File: src/rtl/gpio_irq_pkg.sv
package gpio_irq_pkg;

  localparam int LINES  = 16;
  localparam int SEL_W  = $clog2(LINES);
  localparam int TRIG_W = 3;

  // Pending and enable register addresses (software-visible, fixed).
  localparam logic [15:0] PEND_OFS = 16'h0300;
  localparam logic [15:0] ENAB_OFS = 16'h0380;

  typedef enum logic [TRIG_W-1:0] {
    TRIG_OFF   = 3'd0,
    TRIG_FALL  = 3'd1,
    TRIG_RISE  = 3'd2,
    TRIG_BOTH  = 3'd3,
    TRIG_LEVEL = 3'd4
  } trig_e;

endpackage

File: src/rtl/gpio_irq_detect.sv
module gpio_irq_detect
  import gpio_irq_pkg::*;
(
  input  logic              clk,
  input  logic              rst_n,
  input  logic              rx_i,
  input  logic [TRIG_W-1:0] trig_i,
  input  logic              inv_i,
  output logic              evt_o
);

  logic cond;
  logic prev_q;
  logic primed_q;

  // Inversion comes before any detection.
  assign cond = rx_i ^ inv_i;

  always_ff @(posedge clk) begin
    if (!rst_n) begin
      prev_q   <= 1'b0;
      primed_q <= 1'b0;
    end else begin
      prev_q   <= cond;
      primed_q <= 1'b1;
    end
  end

  always_comb begin
    evt_o = 1'b0;
    case (trig_e'(trig_i))
      TRIG_FALL:  evt_o = primed_q &  prev_q & ~cond;
      TRIG_RISE:  evt_o = primed_q & ~prev_q &  cond;
      TRIG_BOTH:  evt_o = primed_q & (prev_q ^ cond);
      TRIG_LEVEL: evt_o = cond;
      default:    evt_o = 1'b0;
    endcase
  end


  prev_follow_chk: assert property (@(posedge clk) disable iff (!rst_n)
    1'b1 |=> (prev_q == $past(cond)));


  silent_code_chk: assert property (@(posedge clk) disable iff (!rst_n)
    ((trig_i == 3'd0) || (trig_i > 3'd4)) |-> !evt_o);

endmodule

File: src/rtl/gpio_irq_router.sv
module gpio_irq_router
  import gpio_irq_pkg::*;
#(
  parameter int NUM_PADS = 8
) (
  input  logic [NUM_PADS-1:0]       pad_evt_i,
  input  logic [NUM_PADS*SEL_W-1:0] pad_sel_i,
  output logic [LINES-1:0]          line_set_o
);

  always_comb begin
    line_set_o = '0;
    for (int p = 0; p < NUM_PADS; p++) begin
      for (int l = 0; l < LINES; l++) begin
        if (pad_evt_i[p] && (pad_sel_i[p*SEL_W +: SEL_W] == SEL_W'(l)))
          line_set_o[l] = 1'b1;
      end
    end
  end

endmodule

File: src/rtl/gpio_irq_regs.sv
module gpio_irq_regs
  import gpio_irq_pkg::*;
#(
  parameter int ADDR_W = 12,
  parameter int DATA_W = 32
) (
  input  logic              clk,
  input  logic              rst_n,
  input  logic [LINES-1:0]  line_set_i,
  input  logic [ADDR_W-1:0] reg_addr_i,
  input  logic              reg_wr_en_i,
  input  logic [DATA_W-1:0] reg_wdata_i,
  output logic [DATA_W-1:0] reg_rdata_o,
  output logic              host_irq_o
);

  localparam logic [ADDR_W-1:0] PEND_A = ADDR_W'(PEND_OFS);
  localparam logic [ADDR_W-1:0] ENAB_A = ADDR_W'(ENAB_OFS);

  logic [LINES-1:0] pend_q;
  logic [LINES-1:0] enab_q;
  logic [LINES-1:0] wlo;
  logic [LINES-1:0] clr;
  logic             pend_wr;
  logic             enab_wr;
  logic             unused_hi;

  assign wlo       = reg_wdata_i[LINES-1:0];
  assign unused_hi = ^reg_wdata_i[DATA_W-1:LINES];
  assign pend_wr   = reg_wr_en_i && (reg_addr_i == PEND_A);
  assign enab_wr   = reg_wr_en_i && (reg_addr_i == ENAB_A);
  assign clr       = pend_wr ? wlo : '0;

  always_ff @(posedge clk) begin
    if (!rst_n) begin
      pend_q <= '0;
      enab_q <= '0;
    end else begin
      pend_q <= (pend_q & ~clr) | line_set_i;
      if (enab_wr) enab_q <= wlo;
    end
  end

  always_comb begin
    reg_rdata_o = '0;
    if (reg_addr_i == PEND_A)      reg_rdata_o[LINES-1:0] = pend_q;
    else if (reg_addr_i == ENAB_A) reg_rdata_o[LINES-1:0] = enab_q;
  end

  assign host_irq_o = |(pend_q & enab_q);


  set_wins_chk: assert property (@(posedge clk) disable iff (!rst_n)
    (|line_set_i) |=> ((pend_q & $past(line_set_i)) == $past(line_set_i)));


  w1c_chk: assert property (@(posedge clk) disable iff (!rst_n)
    (pend_wr && (|(wlo & ~line_set_i))) |=> ((pend_q & $past(wlo & ~line_set_i)) == '0));


  enab_wr_chk: assert property (@(posedge clk) disable iff (!rst_n)
    enab_wr |=> (enab_q == $past(wlo)));

endmodule

File: src/rtl/gpio_irq_aggr.sv
module gpio_irq_aggr
  import gpio_irq_pkg::*;
#(
  parameter int NUM_PADS = 8,
  parameter int ADDR_W   = 12,
  parameter int DATA_W   = 32
) (
  input  logic                       clk,
  input  logic                       rst_n,
  input  logic [NUM_PADS-1:0]        pad_rx_i,
  input  logic [NUM_PADS*TRIG_W-1:0] pad_trig_i,
  input  logic [NUM_PADS-1:0]        pad_inv_i,
  input  logic [NUM_PADS*SEL_W-1:0]  pad_sel_i,
  input  logic [ADDR_W-1:0]          reg_addr_i,
  input  logic                       reg_wr_en_i,
  input  logic [DATA_W-1:0]          reg_wdata_i,
  output logic [DATA_W-1:0]          reg_rdata_o,
  output logic                       host_irq_o
);

  logic [NUM_PADS-1:0] pad_evt;
  logic [LINES-1:0]    line_set;

  for (genvar p = 0; p < NUM_PADS; p++) begin : g_pad
    gpio_irq_detect u_det (
      .clk    (clk),
      .rst_n  (rst_n),
      .rx_i   (pad_rx_i[p]),
      .trig_i (pad_trig_i[p*TRIG_W +: TRIG_W]),
      .inv_i  (pad_inv_i[p]),
      .evt_o  (pad_evt[p])
    );
  end

  gpio_irq_router #(.NUM_PADS(NUM_PADS)) u_route (
    .pad_evt_i  (pad_evt),
    .pad_sel_i  (pad_sel_i),
    .line_set_o (line_set)
  );

  gpio_irq_regs #(.ADDR_W(ADDR_W), .DATA_W(DATA_W)) u_regs (
    .clk         (clk),
    .rst_n       (rst_n),
    .line_set_i  (line_set),
    .reg_addr_i  (reg_addr_i),
    .reg_wr_en_i (reg_wr_en_i),
    .reg_wdata_i (reg_wdata_i),
    .reg_rdata_o (reg_rdata_o),
    .host_irq_o  (host_irq_o)
  );


  evt_reaches_line_chk: assert property (@(posedge clk) disable iff (!rst_n)
    (|pad_evt) |-> (|line_set));

endmodule

File: config.mk
export PLATFORM = sky130hd
export DESIGN_NAME = gpio_irq_aggr
export DESIGN_NICKNAME = d
export VERILOG_FILES = /design/src/rtl/gpio_irq_pkg.sv /design/src/rtl/gpio_irq_detect.sv /design/src/rtl/gpio_irq_router.sv /design/src/rtl/gpio_irq_regs.sv /design/src/rtl/gpio_irq_aggr.sv
export SDC_FILE = /design/constraint.sdc
export NUM_CORES = 1
export LEC_CHECK = 0
export ABC_AREA = 1
export BUFFER_PORTS_ARGS = -buffer_cell sky130_fd_sc_hd__buf_2
export CORE_ASPECT_RATIO = 0.75
export CORE_UTILIZATION = 57
export CTS_BUF_LIST = sky130_fd_sc_hd__clkbuf_8
export DETAILED_ROUTE_END_ITERATION = 7
export GPL_TIMING_DRIVEN = 0
export PLACE_DENSITY = 0.89
export SYNTH_ARGS = -nofsm -noshare
export SYNTH_HDL_FRONTEND = slang
export SYNTH_SLANG_ARGS = --single-unit
File: constraint.sdc
create_clock -name clk -period 1.7 [get_ports clk]
set_input_delay 0.17 -clock clk [delete_from_list [all_inputs] [get_ports clk]]
set_output_delay 0.17 -clock clk [all_outputs]
set_load 0.02 [all_outputs]
==> results.sh, run 1 <==
export IMPL_synth_most_common_cell="nand2_1"
export IMPL_synth_edf_count=0
export IMPL_synth_top_family_by_area="simple AND/OR/NAND/NOR gates"
export IMPL_cp_required_ns=1.87
export IMPL_cts_tree="yes"
export IMPL_synth_xor_area_share_pct=0
export IMPL_peakVddDrop_uv=350
export IMPL_arrival_ns=1.81
export IMPL_synth_top_area_share_pct=18.2
export IMPL_std_cell_rows=27
export IMPL_vias_per_cell=5.42
export IMPL_htree_levels=2
export IMPL_ys_seq_elements=41
export IMPL_numCtsBuffers=5
export IMPL_die_y_um=79.1
export IMPL_synthTopCellsByCount="nand2_1, nor2_1, nand3_1"
export IMPL_overflow=0
export IMPL_stdcell_count=1092
export IMPL_grt_max_degree=13
export IMPL_final_core_util_pct=72.6
export IMPL_hold_depth=3
export IMPL_wl_per_cell_um=13.0
export IMPL_grt_usage_pct=33.8
export IMPL_total_power_w=0.00273
export IMPL_cap_violations=0
export IMPL_timing_rr_end="u_regs.pend_q[1]$_SDFF_PN0_"
export IMPL_yosys_top_cells_area="dfxtp_1, nand2_1, nand3_1"
export IMPL_n_antenna_cell=0
export IMPL_drive_above_1_share_pct=21.5
export IMPL_gp_congestion=1.04
export IMPL_fp_coreArea_sq_um=7500
export IMPL_hold_class="primary input to register"
export IMPL_outcome="finished clean"
export IMPL_r2r_start="g_pad[7].u_det.prev_q$_SDFF_PN0_"
export IMPL_p_per_area_nw_per_um2=501
export IMPL_io_buffers=118
export IMPL_fin_crit_ns=1.64
export IMPL_synth_area_sq_um=4520
export IMPL_async_flop_share_pct=0
export IMPL_rsz0062_at_grt="false"
export IMPL_max_freq_ghz=0.611
export IMPL_die_x_um=105
export IMPL_p_leak_nw=2.86
export IMPL_slew_violations=0
export IMPL_start_util_pct=60.3
export IMPL_drtAntennaViolNets=0
export IMPL_io_pin_count=152
export IMPL_cts_root_buf="clkbuf_8"
export IMPL_synthCells=848
export IMPL_setup_worst_path_end_class="register"
export IMPL_crit_fanout=10
export IMPL_r2r_worst_path_cells=10
export IMPL_ys_seq_area_share_pct=18.2
export IMPL_layout_nets=1110
export IMPL_worstSetupPathType="register to register"
export IMPL_syn_avg_cell_area_sq_um=5.33
export IMPL_dieArea_sq_um=8290
export IMPL_vias=5918
export IMPL_dp_hpwl_mm=11.5
export IMPL_synth_ff_type="dfxtp_1"
export IMPL_synth_compound_area_share_pct=13.1
export IMPL_yosys_warnings=0
export IMPL_synthDistinctLibCells=29
export IMPL_dp_cells=1082
export IMPL_area_growth_pct=20.4
export IMPL_synth_top_area_cell="dfxtp_1"
export IMPL_grt_pass1_vias=4941
export IMPL_ff2ff_setup_slack_ns=0.06
export IMPL_cts_num_sinks=41
export IMPL_path_clk_slew_ns=0.09
export IMPL_clockBufferDepth=2
export IMPL_tightestPinTransition_ns=0.698
export IMPL_setup_tns_ns=0
export IMPL_relSlewSlack_pct=53.5
export IMPL_post_route_period_util_pct=96.4
export IMPL_hold_viol=0
export IMPL_drc=0
export IMPL_dr_pass1_iters=7
export IMPL_drtIter0Drc=557
export IMPL_synth_simple_area_share_pct=51.3
export IMPL_finClkSkew_ns=0.00556
export IMPL_worstHoldStart="reg_wdata_i[5]"
export IMPL_synthMuxAreaShare_pct=0
export IMPL_setup_viol=0
export IMPL_grt_first_pass_wirelength_mm=22.5
export IMPL_insertion_delay_ns=0.30
export IMPL_wl_mm=14.2
export IMPL_synth_fa_ha_area_share_pct=0
export IMPL_antenna_found_initial=0
export IMPL_startpoint_type="register"
export IMPL_holdPathEnd="u_regs.enab_q[5]$_SDFFE_PN0P_"
==> repair_timing <==
| item | 4_1_cts | 5_1_grt |
|---|---|---|
| hold buffers | 1 | 0 |
| endpoints found under the setup margin | 0 | 18 |
| gates resized for setup | 0 | 10 |
| buffers inserted | 0 | 2 |
| endpoints found under the hold margin | 1 | 0 |
==> registers in the layout, summed over array words and instances (netlist names) <==
name and flops:
u_regs.enab_q 16, u_regs.pend_q 16, g_pad.u_det.prev_q 8, g_pad.u_det.primed_q 1
==> metal layers <==
layer / GRT usage [%] / vias up / part of all wire (%)
met4: 7.04 / 0 / 1.8
met2: 52.8 / 335 / 42
met3: 7.80 / 32 / 12
li1: - / 2974 / -
met5: 0 / - / 0
met1: 47.2 / 2577 / 44
==> stage by stage <==
stage	hold WS [ns]	cell area [sq um]	worst slack [ns]
3_3_place_gp	0.302	5290	0.101
4_1_cts	0.154	5410	0.00462
5_1_grt	0.152	5440	0.00263
2_1_floorplan	0.198	4580	0.282
6_report	0.147	5440	0.0620
3_5_place_dp	0.305	5290	0.00378
==> power by group <==
part           internal [W]  switching (W)  leakage [nW]
registers           0.00100      0.0000296         0.334
clock network      0.000428       0.000382        0.0540
logic              0.000307       0.000575          2.47
total               0.00174       0.000987          2.86
==> logic make-up after synthesis <==
kind of cell,count (synthesis)
buffers and inverters,173
AND/OR/NAND/NOR,534
AO/OA/AOI/OAI,99
other,1
flip-flops,41
==> area by class of cell <==
| cell class | instances | area [sq um] |
|---|---|---|
| plain buffers | 46 | 315 |
| clock buffers | 5 | 68.8 |
| clock inverters | 2 | 35.0 |
| fillers | 724 | 2060 |
| inverters | 127 | 477 |
| multi-input cells | 649 | 2980 |
| flip-flops and latches | 41 | 821 |
| well taps | 101 | 126 |
| repair buffers | 121 | 621 |
==> critical path: stages, from the launching register on <==
cell	delay, ns
dfxtp_1	0.35
inv_1	0.04
nand2_1	0.05
nand3_1	0.08
nand2_1	0.06
nand2_1	0.15
buf_4	0.22
nand3_1	0.07
nand4_1	0.24
nor2_1	0.18
nor2_1	0.06
==> how the worst max path moves through the flow <==
stage	from	to	slack, ns	cells past startpoint
finish	g_pad[7].u_det.prev_q$_SDFF_PN0_	u_regs.pend_q[1]$_SDFF_PN0_	0.06	10
global route	reg_addr_i[11]	reg_rdata_o[13]	0.003	9
CTS	reg_addr_i[3]	reg_rdata_o[2]	0.005	9
detailed placement	reg_addr_i[3]	reg_rdata_o[2]	0.004	9
global placement	reg_addr_i[11]	reg_rdata_o[3]	0.10	9
floorplan	reg_addr_i[11]	reg_rdata_o[10]	0.28	7
==> cell usage in the layout, fill, tap and decap left out, drive strengths merged, types with 2 or more instances in the layout <==
cell type | synthesis | layout
nor2 | 152 | 152
a21oi | 37 | 37
nor3 | 2 | 2
o22ai | 8 | 8
nand4 | 35 | 35
inv | 127 | 127
o21ai | 53 | 53
and2 | 2 | 2
clkbuf | 3 | 8
dfxtp | 41 | 41
conb | 1 | 16
nand3 | 136 | 136
or2 | 2 | 2
buf | 43 | 163
nand2 | 204 | 204
No activity file was read; power rests on OpenSTA's default activity.
==> run 2, diff against run 1 <==
CAP_MARGIN = 15   (was not set)
CORE_UTILIZATION = 53   (was 57)
PLACE_DENSITY = 0.83   (was 0.89)
clock period = 1.79 ns   (was 1.7 ns; I/O delays follow)
==> run 2 against run 1 <==
Global-route usage fell by 1.4 points. Utilization is 5.4 points lower. Sequential power decreased by 5%. Via count shrank 0.66%. Clock skew grew 0.0088 ns. Sequential share of layout area is essentially flat. Non-clock buffer count fell by 3. Routed wire length up 0.45%. Power up 2.0%. Setup slack gained 0.046 ns. Combinational power down 5.0%. Sequential cell count did not move. Highest routed layer unchanged.
==> results.sh, run 2 (synthesis gave the netlist of run 1 again) <==
export IMPL_relSlewSlack_pct=53.7
export IMPL_die_y_um=82.0
export IMPL_p_per_area_nw_per_um2=511
export IMPL_std_cell_rows=28
export IMPL_worstSetupPathType="primary input to output port"
export IMPL_drive_above_1_share_pct=21.1
export IMPL_drc=0
export IMPL_p_leak_nw=2.85
export IMPL_cap_violations=0
export IMPL_cts_setup_buffers=0
export IMPL_dieArea_sq_um=8910
export IMPL_outcome="finished clean"
export IMPL_stdcell_count=1094
export IMPL_setup_tns_ns=0
export IMPL_vias_per_cell=5.37
export IMPL_worstHoldStart="rst_n"
export IMPL_hold_class="primary input to register"
export IMPL_setup_worst_path_end_class="output port"
export IMPL_crit_fanout=10
export IMPL_htree_levels=2
export IMPL_grt_max_degree=15
export IMPL_tightestPinTransition_ns=0.695
export IMPL_r2r_worst_path_cells=10
export IMPL_rsz0062_at_grt="false"
export IMPL_fin_crit_ns=1.68
export IMPL_peakVddDrop_uv=412
export IMPL_io_buffers=118
export IMPL_dp_hpwl_mm=11.6
export IMPL_area_growth_pct=20.3
export IMPL_cts_root_buf="clkbuf_8"
export IMPL_numCtsBuffers=5
export IMPL_startpoint_type="primary input"
export IMPL_clockBufferDepth=2
export IMPL_cts_num_sinks=41
export IMPL_cts_tree="yes"
export IMPL_final_cell_area_sq_um=5440
export IMPL_grt_first_pass_wirelength_mm=22.5
export IMPL_p_clk_share_pct=34.6
export IMPL_insertion_delay_ns=0.32
export IMPL_r2r_start="g_pad[7].u_det.prev_q$_SDFF_PN0_"
export IMPL_drtAntennaViolNets=0
export IMPL_start_util_pct=55.9
export IMPL_arrival_ns=1.50
export IMPL_max_freq_ghz=0.595
export IMPL_p_sw_w=0.000976
export IMPL_vias=5879
export IMPL_biggestRegsByFlops="u_regs.enab_q (16), u_regs.pend_q (16), g_pad.u_det.prev_q (8)"
export IMPL_drtIter0Drc=645
export IMPL_cp_required_ns=1.61
export IMPL_switching_share_pct=35.1
export IMPL_die_x_um=109
export IMPL_n_antenna_cell=0
export IMPL_crit_start="reg_addr_i[11]"
export IMPL_overflow=0
export IMPL_wl_mm=14.3
export IMPL_layout_nets=1107
export IMPL_place_area_sq_um=5300
export IMPL_slew_violations=0
export IMPL_finClkSkew_ns=0.0143
export IMPL_path_clk_slew_ns=0.08
export IMPL_p_int_w=0.00181
export IMPL_total_power_w=0.00278
export IMPL_antenna_found_initial=0
export IMPL_hold_viol=0
export IMPL_grt_usage_pct=32.4
export IMPL_power_frac_comb_pct=30.1
export IMPL_io_pin_count=152
export IMPL_dp_cells=1086
export IMPL_seq_power_share_pct=35.3
export IMPL_gp_congestion=0.996
export IMPL_grt_pass1_vias=5018
export IMPL_fp_coreArea_sq_um=8090
export IMPL_setup_viol=0
export IMPL_dr_pass1_iters=5
export IMPL_mostFrequentLayoutCells="nand2_1, nor2_1, nand3_1"
export IMPL_wl_per_cell_um=13.0
export IMPL_hold_depth=1
export IMPL_post_route_period_util_pct=94.0
export IMPL_layout_commonest_cell="nand2_1"
## run 2: cell count changes in the layout (fill, tap and decap cells not counted), sizes merged
cell,change
buf,-3
bufinv,+1
clkbuf,+1
clkinv,-1
dlygate4sd3,-1
inv,+1
## run 2: critical path, stage by stage
cell,delay [ns]
buf_2,0.10
nor2_1,0.09
nand2_1,0.13
nor2_8,0.19
and2_4,0.20
inv_2,0.07
buf_2,0.20
o22ai_1,0.15
buf_2,0.19
## run 2: timing repair
| item | 4_1_cts | 5_1_grt |
|---|---|---|
| hold buffers | 0 | 0 |
| resized for setup | 0 | 1 |
| hold endpoints to repair | 0 | 0 |
| setup endpoints to repair | 0 | 2 |
## run 2: final cells by class
class                      count  area (sq um)
multi-input combinational    649          2970
fill                         817          2650
sequential                    41           821
timing repair buffer         118           591
inverter                     127           477
buffer                        46           309
tap                          105           131
clock buffer                   5          68.8
clock inverter                 3          68.8
## run 2: layer usage
metal	global-route usage, %	wire length (um)	vias to the layer above
li1	-	-	2966
met1	44.0	6470	2579
met2	49.6	5780	302
met3	10.9	1740	32
met4	6.62	272	0
met5	0	0	-
## run 2: power groups by stage
stage	Sequential, W	Clock, W	Combinational, W
floorplan	0.000994	0	0.000537
global placement	0.00100	0	0.000803
detailed placement	0.00100	0	0.000812
CTS	0.000980	0.000955	0.000816
global route	0.000986	0.000988	0.000937
finish	0.000981	0.000962	0.000838
## run 2: path summary, 6_finish.rpt
kind | endpoint | slack, ns
worst max-delay path | reg_rdata_o[11] | 0.11
worst min-delay path | g_pad[7].u_det.primed_q$_DFF_P_ | 0.0007
worst max register to register | u_regs.pend_q[3]$_SDFF_PN0_ | 0.16
worst min register to register | u_regs.enab_q[8]$_SDFFE_PN0P_ | 0.48
## run 2: per-stage QoR
stage / util (%) / setup slack (ns) / hold slack [ns]
floorplan: - / 0.354 / 0.207
global placement: 65.5 / 0.172 / 0.311
detailed placement: 65.5 / 0.133 / 0.321
CTS: 67.2 / 0.127 / 0.00450
global route: 67.2 / 0.00366 / 0.0129
finish: 67.2 / 0.108 / 0.000699
==> run 3, diff against run 2 <==
clock period = 1.8 ns   (was 1.79 ns; I/O delays follow)
==> run 3 against run 2 <==
Clock skew is 0.0012 ns higher. Critical path type unchanged. Via count fell by 0.43%. Critical path depth did not move.
==> results.sh, run 3 (synthesis gave the netlist of run 1 again) <==
export IMPL_outcome="finished clean"
export IMPL_crit_fanout=10
export IMPL_fin_crit_ns=1.69
export IMPL_layout_commonest_cell="nand2_1"
export IMPL_cpMostUsedCell="buf_2"
export IMPL_p_per_area_nw_per_um2=508
export IMPL_overflow=0
export IMPL_fp_coreArea_sq_um=8090
export IMPL_io_pin_count=152
export IMPL_finClkSkew_ns=0.0155
export IMPL_max_freq_ghz=0.591
export IMPL_wl_per_cell_um=13.0
export IMPL_die_x_um=109
export IMPL_slew_violations=0
export IMPL_mostFrequentLayoutCells="nand2_1, nor2_1, nand3_1"
export IMPL_antenna_found_initial=0
export IMPL_r2r_worst_path_cells=10
export IMPL_slowest_stage="buf_2"
export IMPL_start_util_pct=55.9
export IMPL_cts_num_sinks=41
export IMPL_final_core_util_pct=67.2
export IMPL_path_clk_slew_ns=0.08
export IMPL_dp_hpwl_mm=11.6
export IMPL_p_sw_w=0.000969
export IMPL_p_leak_nw=2.85
export IMPL_worst_hold_slack_ns=0.00527
export IMPL_cts_root_buf="clkbuf_8"
export IMPL_rsz0062_at_grt="false"
export IMPL_insertion_delay_ns=0.32
export IMPL_std_cell_rows=28
export IMPL_fillers=817
export IMPL_die_y_um=82.0
export IMPL_drtAntennaViolNets=0
export IMPL_switching_share_pct=35.0
export IMPL_path_cells="buf_2, nor2_1, nand2_1, nor2_8, buf_4, buf_2, nand3_1, o21ai_0, buf_2"
export IMPL_drtIter0Drc=644
export IMPL_final_cell_area_sq_um=5440
export IMPL_power_frac_comb_pct=30.1
export IMPL_biggestRegsByFlops="u_regs.enab_q (16), u_regs.pend_q (16), g_pad.u_det.prev_q (8)"
export IMPL_holdPathEnd="g_pad[7].u_det.primed_q$_DFF_P_"
export IMPL_worstHoldStart="rst_n"
export IMPL_vias_per_cell=5.35
export IMPL_grt_pass1_vias=5018
export IMPL_post_route_period_util_pct=94.1
export IMPL_drc=0
export IMPL_ff2ff_setup_slack_ns=0.17
export IMPL_setup_worst_path_end_class="output port"
export IMPL_p_int_w=0.00180
export IMPL_gp_congestion=0.996
export IMPL_drive_above_1_share_pct=21.1
export IMPL_htree_levels=2
export IMPL_clockBufferDepth=2
export IMPL_wl_mm=14.2
export IMPL_hold_class="primary input to register"
export IMPL_relSlewSlack_pct=53.4
export IMPL_startpoint_type="primary input"
export IMPL_grt_usage_pct=32.4
export IMPL_setup_tns_ns=0
export IMPL_numCtsBuffers=5
export IMPL_place_area_sq_um=5300
export IMPL_grt_first_pass_wirelength_mm=22.5
export IMPL_seq_power_share_pct=35.3
export IMPL_dieArea_sq_um=8910
export IMPL_dr_pass1_iters=6
export IMPL_layout_nets=1107
export IMPL_io_buffers=118
export IMPL_max_stage_delay_ns=0.23
export IMPL_arrival_ns=1.51
export IMPL_hold_depth=1
export IMPL_tightestPinTransition_ns=0.699
export IMPL_hold_viol=0
export IMPL_worstSetupPathType="primary input to output port"
export IMPL_p_clk_share_pct=34.6
export IMPL_peakVddDrop_uv=409
export IMPL_timing_rr_end="u_regs.pend_q[0]$_SDFF_PN0_"
export IMPL_n_antenna_cell=0
export IMPL_r2r_start="g_pad[3].u_det.prev_q$_SDFF_PN0_"
export IMPL_cp_required_ns=1.62
export IMPL_vias=5854
export IMPL_grt_max_degree=15
export IMPL_cap_violations=0
export IMPL_area_growth_pct=20.3
export IMPL_total_power_w=0.00276
export IMPL_cts_tree="yes"
export IMPL_setup_viol=0
==> run 3: cell types whose count changed in the layout (fill, tap and decap cells not counted) <==
cell      before  now
clkbuf_4       1    0
buf_2        131  132
==> run 3: worst max path at each step <==
| stage | startpoint | end | cells after the start |
|---|---|---|---|
| final | reg_addr_i[11] | reg_rdata_o[3] | 9 |
| after global placement | reg_addr_i[11] | reg_rdata_o[3] | 9 |
| after detailed placement | reg_addr_i[11] | reg_rdata_o[11] | 9 |
| after global routing | reg_addr_i[11] | reg_rdata_o[4] | 9 |
| after floorplan | reg_addr_i[11] | reg_rdata_o[10] | 7 |
| after CTS | reg_addr_i[11] | reg_rdata_o[11] | 9 |
==> run 3: power groups by stage <==
stage          combinational, W  sequential (W)  clock, W
2_1_floorplan          0.000534        0.000989         0
3_3_place_gp           0.000799        0.000996         0
3_5_place_dp           0.000808        0.000995         0
4_1_cts                0.000812        0.000975  0.000949
5_1_grt                0.000931        0.000980  0.000982
6_report               0.000833        0.000975  0.000956
==> run 3: layout make-up <==
cell class | count | area (sq um) | share of cell area [%]
inverter | 127 | 477 | 8.77
timing repair buffer | 118 | 591 | 10.9
multi-input combinational | 649 | 2970 | 54.7
tap | 105 | 131 | 2.42
clock buffer | 5 | 68.8 | 1.27
buffer | 46 | 307 | 5.64
clock inverter | 3 | 68.8 | 1.27
sequential | 41 | 821 | 15.1
==> run 3: layer usage <==
| metal | wire (um) | up-vias | track usage, % |
|---|---|---|---|
| met3 | 1680 | 31 | 10.9 |
| met1 | 6540 | 2578 | 44.0 |
| met4 | 235 | 0 | 6.62 |
| met2 | 5760 | 279 | 49.6 |
| li1 | - | 2966 | - |
| met5 | 0 | - | 0 |
==> run 3: worst max-delay path, delay by kind of cell <==
family	cells	cell delay, ns
simple gates	4	0.50
compound gates	1	0.10
buf+inv	4	0.73
==> run 3: what timing repair did <==
action | CTS | global route
buffers inserted | 0 | 0
hold buffers | 0 | 0
resized for setup | 0 | 0
setup endpoints to repair | 0 | 1
==> run 3: metrics by stage <==
step	setup slack, ns	cells
floorplan	0.362	863
global placement	0.180	1086
detailed placement	0.141	1086
CTS	0.135	1094
global route	0.000458	1094
finish	0.107	1094
